--- src/rtl/pms_pkg.sv ---
package pms_pkg;

  typedef enum logic [2:0] {
    ST_ACT   = 3'd0,
    ST_CSLP  = 3'd1,
    ST_SSLP  = 3'd2,
    ST_HIB   = 3'd3,
    ST_XPWR  = 3'd4,
    ST_XRET  = 3'd5,
    ST_XNVIC = 3'd6,
    ST_XBUS  = 3'd7
  } pms_state_e;

  typedef struct packed {
    logic       core;
    logic       hbus;
    logic       pbus;
    logic       nvic;
    logic       retain;
    logic       pwr;
    logic [1:0] mode;
  } pms_ctl_t;

  // Output decode for every state; exit steps report mode 3.
  function automatic pms_ctl_t pms_decode(pms_state_e s);
    pms_ctl_t c;
    case (s)
      ST_ACT:   c = '{1'b1, 1'b1, 1'b1, 1'b1, 1'b0, 1'b1, 2'd0};
      ST_CSLP:  c = '{1'b0, 1'b1, 1'b1, 1'b1, 1'b0, 1'b1, 2'd1};
      ST_SSLP:  c = '{1'b0, 1'b0, 1'b0, 1'b1, 1'b0, 1'b1, 2'd2};
      ST_HIB:   c = '{1'b0, 1'b0, 1'b0, 1'b0, 1'b1, 1'b0, 2'd3};
      ST_XPWR:  c = '{1'b0, 1'b0, 1'b0, 1'b0, 1'b1, 1'b1, 2'd3};
      ST_XRET:  c = '{1'b0, 1'b0, 1'b0, 1'b0, 1'b0, 1'b1, 2'd3};
      ST_XNVIC: c = '{1'b0, 1'b0, 1'b0, 1'b1, 1'b0, 1'b1, 2'd3};
      default:  c = '{1'b0, 1'b1, 1'b1, 1'b1, 1'b0, 1'b1, 2'd3};
    endcase
    return c;
  endfunction

  // Low-power state selected by a nonzero target value.
  function automatic pms_state_e pms_entry_state(logic [1:0] tgt);
    return pms_state_e'({1'b0, tgt});
  endfunction

endpackage

--- src/rtl/pms_cfg_regs.sv ---
module pms_cfg_regs #(
  parameter int NW = 8
) (
  input  logic          clk,
  input  logic          por_n,
  input  logic          sys_rst_n,
  input  logic          mode_we,
  input  logic [1:0]    mode_wdata,
  input  logic          mask_we,
  input  logic [NW-1:0] mask_wdata,
  input  logic          consume,
  input  logic          dbg_hold_set,
  output logic [1:0]    target_q,
  output logic [NW-1:0] mask_q,
  output logic          hold_q
);

  always_ff @(posedge clk or negedge sys_rst_n) begin
    if (!sys_rst_n) begin
      target_q <= 2'd0;
      mask_q   <= '1;
    end else begin
      if (mode_we)      target_q <= mode_wdata;
      else if (consume) target_q <= 2'd0;
      if (mask_we)      mask_q   <= mask_wdata;
    end
  end

  // Debug hold: only the power-on reset clears it.
  always_ff @(posedge clk or negedge por_n) begin
    if (!por_n)            hold_q <= 1'b0;
    else if (dbg_hold_set) hold_q <= 1'b1;
  end

endmodule

--- src/rtl/pms_wake_qual.sv ---
module pms_wake_qual
  import pms_pkg::*;
#(
  parameter int            NW             = 8,
  parameter logic [NW-1:0] HIB_WAKE_ALLOW = 'h0F
) (
  input  pms_state_e    state,
  input  logic [NW-1:0] wake_evt,
  input  logic [NW-1:0] wake_hi_pri,
  input  logic [NW-1:0] mask_q,
  input  logic          isr_q,
  output logic          wake_ok
);

  logic [NW-1:0] mode_allow;
  logic [NW-1:0] pri_allow;
  logic [NW-1:0] eligible;
  logic          resting;

  always_comb begin
    mode_allow = (state == ST_HIB) ? HIB_WAKE_ALLOW : {NW{1'b1}};
    pri_allow  = isr_q ? wake_hi_pri : {NW{1'b1}};
    eligible   = wake_evt & mask_q & mode_allow & pri_allow;
    resting    = (state == ST_CSLP) || (state == ST_SSLP) || (state == ST_HIB);
    wake_ok    = resting && (|eligible);
  end

endmodule

--- src/rtl/pms_fsm.sv ---
module pms_fsm
  import pms_pkg::*;
(
  input  logic       clk,
  input  logic       sys_rst_n,
  input  logic [1:0] target_q,
  input  logic       core_sleeping,
  input  logic       hold_q,
  input  logic       in_handler,
  input  logic       wake_ok,
  output pms_state_e state,
  output logic       isr_q,
  output logic       consume
);

  pms_state_e nxt;

  assign consume = (state == ST_ACT) && (target_q != 2'd0) && core_sleeping && !hold_q;

  always_comb begin
    nxt = state;
    case (state)
      ST_ACT:   if (consume) nxt = pms_entry_state(target_q);
      ST_CSLP,
      ST_SSLP:  if (wake_ok) nxt = ST_ACT;
      ST_HIB:   if (wake_ok) nxt = ST_XPWR;
      ST_XPWR:  nxt = ST_XRET;
      ST_XRET:  nxt = ST_XNVIC;
      ST_XNVIC: nxt = ST_XBUS;
      default:  nxt = ST_ACT;
    endcase
  end

  always_ff @(posedge clk or negedge sys_rst_n) begin
    if (!sys_rst_n) begin
      state <= ST_ACT;
      isr_q <= 1'b0;
    end else begin
      state <= nxt;
      if (consume) isr_q <= in_handler;
    end
  end

endmodule

--- src/rtl/pwr_mode_seq.sv ---
module pwr_mode_seq
  import pms_pkg::*;
#(
  parameter int            NW             = 8,
  parameter logic [NW-1:0] HIB_WAKE_ALLOW = 'h0F
) (
  input  logic          clk,
  input  logic          por_n,
  input  logic          rst_n,
  input  logic          mode_we,
  input  logic [1:0]    mode_wdata,
  input  logic          mask_we,
  input  logic [NW-1:0] mask_wdata,
  input  logic          core_sleeping,
  input  logic          in_handler,
  input  logic          dbg_hold_set,
  input  logic [NW-1:0] wake_evt,
  input  logic [NW-1:0] wake_hi_pri,
  output logic          core_clk_en,
  output logic          hclk_en,
  output logic          pclk_en,
  output logic          fclk_en,
  output logic          retain,
  output logic          comb_pwr_en,
  output logic [1:0]    cur_mode
);

  logic          sys_rst_n;
  logic [1:0]    target_q;
  logic [NW-1:0] mask_q;
  logic          hold_q;
  logic          consume;
  logic          wake_ok;
  logic          isr_q;
  pms_state_e    state;
  pms_ctl_t      ctl;

  assign sys_rst_n = por_n & rst_n;

  pms_cfg_regs #(.NW(NW)) u_cfg (
    .clk(clk), .por_n(por_n), .sys_rst_n(sys_rst_n),
    .mode_we(mode_we), .mode_wdata(mode_wdata),
    .mask_we(mask_we), .mask_wdata(mask_wdata),
    .consume(consume), .dbg_hold_set(dbg_hold_set),
    .target_q(target_q), .mask_q(mask_q), .hold_q(hold_q)
  );

  pms_wake_qual #(.NW(NW), .HIB_WAKE_ALLOW(HIB_WAKE_ALLOW)) u_wake (
    .state(state), .wake_evt(wake_evt), .wake_hi_pri(wake_hi_pri),
    .mask_q(mask_q), .isr_q(isr_q), .wake_ok(wake_ok)
  );

  pms_fsm u_fsm (
    .clk(clk), .sys_rst_n(sys_rst_n), .target_q(target_q),
    .core_sleeping(core_sleeping), .hold_q(hold_q), .in_handler(in_handler),
    .wake_ok(wake_ok), .state(state), .isr_q(isr_q), .consume(consume)
  );

  assign ctl         = pms_decode(state);
  assign core_clk_en = ctl.core;
  assign hclk_en     = ctl.hbus;
  assign pclk_en     = ctl.pbus;
  assign fclk_en     = ctl.nvic;
  assign retain      = ctl.retain;
  assign comb_pwr_en = ctl.pwr;
  assign cur_mode    = ctl.mode;

endmodule

--- config.mk ---
export PLATFORM = sky130hd
export DESIGN_NAME = pwr_mode_seq
export DESIGN_NICKNAME = d
export VERILOG_FILES = /design/src/rtl/pms_pkg.sv /design/src/rtl/pms_cfg_regs.sv /design/src/rtl/pms_wake_qual.sv /design/src/rtl/pms_fsm.sv /design/src/rtl/pwr_mode_seq.sv
export SDC_FILE = /design/constraint.sdc
export NUM_CORES = 1
export LEC_CHECK = 0
export ABC_CLOCK_PERIOD_IN_PS = 1400
export BUFFER_PORTS_ARGS = -buffer_cell sky130_fd_sc_hd__buf_2
export CORE_MARGIN = 10
export CORE_UTILIZATION = 36
export CTS_BUF_LIST = sky130_fd_sc_hd__clkbuf_4 sky130_fd_sc_hd__clkbuf_8
export CTS_CLUSTER_SIZE = 10
export DETAILED_ROUTE_END_ITERATION = 8
export MAX_ROUTING_LAYER = met4
export PLACE_DENSITY = 0.7
export SYNTH_ARGS = -nofsm -noshare
export SYNTH_HDL_FRONTEND = slang
export SYNTH_SLANG_ARGS = --single-unit
--- constraint.sdc ---
create_clock -name clk -period 1.4 [get_ports clk]
set_input_delay 0.21 -clock clk [delete_from_list [all_inputs] [get_ports clk]]
set_output_delay 0.21 -clock clk [all_outputs]
set_load 0.005 [all_outputs]
==> impl_results.md <==
* Failing checks: negative setup slack
* GPL Wtd Cong at 0.8045
* WHS at 29.48 ps
* I/O Pins at 42
* Yosys top cell area share at 0.2605
* GR Overflow Total at 0
* LEAKAGE at 0.5614 nW
* Worst vdd ir at 0.8643 mV
* Synthesized flop and latch total at 15
* GRT Overall Usage at 0.1028
* Core area at 0.002170 mm2
* Largest net degree at the start of global routing at 15
* Post-synthesis sequential area ratio at 0.4775
* Sw Share at 0.2309
* Post-route insts no fill at 160
* Final WL at 2.374 mm
* Reg power frac at 0.551
* CTS sink count at 15
* DR pass1 iterations at 4
* List of most frequent post-synthesis cells: 10 x nand2_1, 8 x dfstp_2, 8 x mux2_2
* Mapped Avg Cell Area at 10.22 um2
* Critical path launch point: u_fsm.state[2]
* Slew @ Worst Pin at 615.4 ps
* Syn Inst Count at 79
* Num CTS Buffers at 3
* Drt via density at 4.931
* Vias in the first global route at 852
* Comb power frac at 0.162
* Antenna Cells at 0
* Kind of cell adding the most delay to the critical path: flip-flops
* Max cap viols at 0
* Die Wd at 67.35 um
* Detail Placement HPWL at 1.756 mm
* Internal power at 0.6995 mW
* Max clock buf depth at 2
* Post-Syn Area at 807.0 um2
* Critical Path Max Stage Delay at 420 ps
* Net Switching at 0.2100 mW
* CP max stage cell: dfrtp_1
* Clock share of power at 0.287
* Max-slew headroom at 0.5897
* Crit path buffers/inverters at 3
* Crit path max fanout at 3
* CTS H-tree lvls at 1
* Register area at 389.1 um2
* First-pass GRT wire length at 3.560 mm
* Final period utilization at 1.042
* Crit path kind: reg -> out
* Hold Path Class: in -> async
* Clk root buf: clkbuf_4
* Total power at 0.9095 mW
* Ranking of synthesized cells by area: dfstp_2 26%, dfrtp_1 22%, mux2_2 11%
* Die area at 0.004535 mm2
* Final Slew Violations at 0
* Clock skew at 0.8487 ps
* Synth warn at 0
* Syn_nets at 113
* Footprint of the multi-input gates at 465.4 um2
* Placed cell count at 146
* CTS tree: yes
* Min Clock Period, post-route at 1459 ps
* Avg WL per Cell at 14.84 um
* Synth-to-layout area growth at 60.16%
* Upper clock frequency limit at 0.6854 GHz
* Initial Util at 0.3720
* Setup slack after layout at -59.10 ps
* Clock Pin Slew Worst Setup and Hold Paths at 90 ps
* Port buffer count at 41
* Initial antenna violation count at 0
* Final setup fails at 9
* Setup crit start kind: flop
* Netlist cell types at 29
* Violation count after the first detailed-route iteration at 14
* Cell taking the most area after synthesis: dfstp_2
* Top-count cell post-synth: nand2_1
* Most frequent CP cell: buf_6
* Layout fillers at 195
* DRC at 0
* Row Count at 17
* Reg-to-Reg Start: u_fsm.state[2]
* Die Y-Extent at 67.35 um
* Unrepaired setup endpoints after global routing: true
* Commonest register cell after synthesis: dfstp_2
* Fraction of layout cells with a size suffix above 1 at 0.7121
* Outcome: finished with violations
* Hold Fails Final Rpt at 0
* Critical Path End Type: output pin
* Pwr Density at 703.7 mW/mm2
* CP arrival at 1250 ps
* Post-synth ARST share at 1.000
* NumNets Final at 167
* Crit path cell chain: buf_6, buf_6, nor3_4, buf_2
* Skew-Pair Late Insertion Delay at 270 ps
* Number of synthesized flops with an enable pin at 0
* Post-DRT Antenna Nets at 0
* Vias at 789
* Worst EP required at 1190 ps
## placed cells by master, fill, tap and decap left out, types with 2 or more instances in the layout
cell | netlist | layout
dfrtp_1 | 7 | 4
nor2_4 | 0 | 2
nor2_1 | 4 | 2
nand2b_1 | 4 | 4
o211ai_1 | 4 | 4
clkbuf_4 | 0 | 4
buf_6 | 0 | 9
nand2_1 | 10 | 7
or2_4 | 0 | 2
o21ai_0 | 3 | 2
nand2_2 | 0 | 2
and2_1 | 4 | 3
mux2_2 | 8 | 8
buf_2 | 3 | 37
inv_1 | 3 | 2
buf_4 | 1 | 6
dfrtp_2 | 0 | 3
dfstp_2 | 8 | 8
## cell families (layout without fill, tap and decap cells)
kind of cell,after synthesis,count (layout),synth area share
multiplexers,9,9,0.1256
flip-flops,15,15,0.4775
buffers and inverters,8,61,0.04650
AO/OA/AOI/OAI,17,17,0.1581
AND/OR/NAND/NOR,30,30,0.1922
## final timing paths
kind	cells past startpoint	slack (ps)	endpoint
worst max-delay path	4	-60	core_clk_en
worst min-delay path	2	30	u_cfg.target_q[1]
worst max register to register	6	-60	u_fsm.isr_q
worst min register to register	1	480	u_cfg.hold_q
max in group asynchronous	3	370	u_fsm.state[1]
min in group clk	2	120	u_cfg.hold_q
## metal layers
metal  global-route usage  vias to the layer above  routed length (um)
li1                     -                      385                   -
met1               0.1038                      375                 944
met2               0.1931                       27                1282
met3              0.03306                        2                 126
met4              0.01282                        0                  22
met5                    -                        -                   0
## power groups by stage
stage	clock, mW	sequential, mW	combinational (mW)
2_1_floorplan	0	0.500	0.0737
3_3_place_gp	0	0.505	0.125
3_5_place_dp	0	0.507	0.129
4_1_cts	0.271	0.499	0.136
5_1_grt	0.291	0.505	0.162
6_report	0.261	0.501	0.147
## layout make-up
| cell class | count | area share |
|---|---|---|
| clock buffers | 4 | 0.02323 |
| inverters | 3 | 0.008712 |
| multi-input cells | 56 | 0.3601 |
| flip-flops and latches | 15 | 0.3011 |
| well taps | 28 | 0.02711 |
| repair buffers | 54 | 0.2798 |
## state kept, by name, indices dropped and copies added, names as in the netlist
signal	cells
u_cfg.target_q	2
u_fsm.state	3
u_cfg.hold_q	1
u_fsm.isr_q	1
u_cfg.mask_q	8
## through the flow
step                      TNS, ps    util  cell area (um2)  worst slack [ps]
after global routing       -865.1  0.5957             1292            -121.7
final                      -269.2  0.5957             1292            -59.10
after CTS                  -246.3  0.5559             1206            -50.96
after global placement          0  0.4810             1044             59.01
after floorplan                 0       -            807.0             37.06
after detailed placement   -24.03  0.4810             1044            -24.03
## repair_timing
action	4_1_cts	5_1_grt
endpoints found under the setup margin	10	12
endpoints found under the hold margin	1	0
buffers inserted	8	1
resized for setup	15	18
hold buffers	1	0
pin swaps	3	5
(Power assumes the default switching activity.)
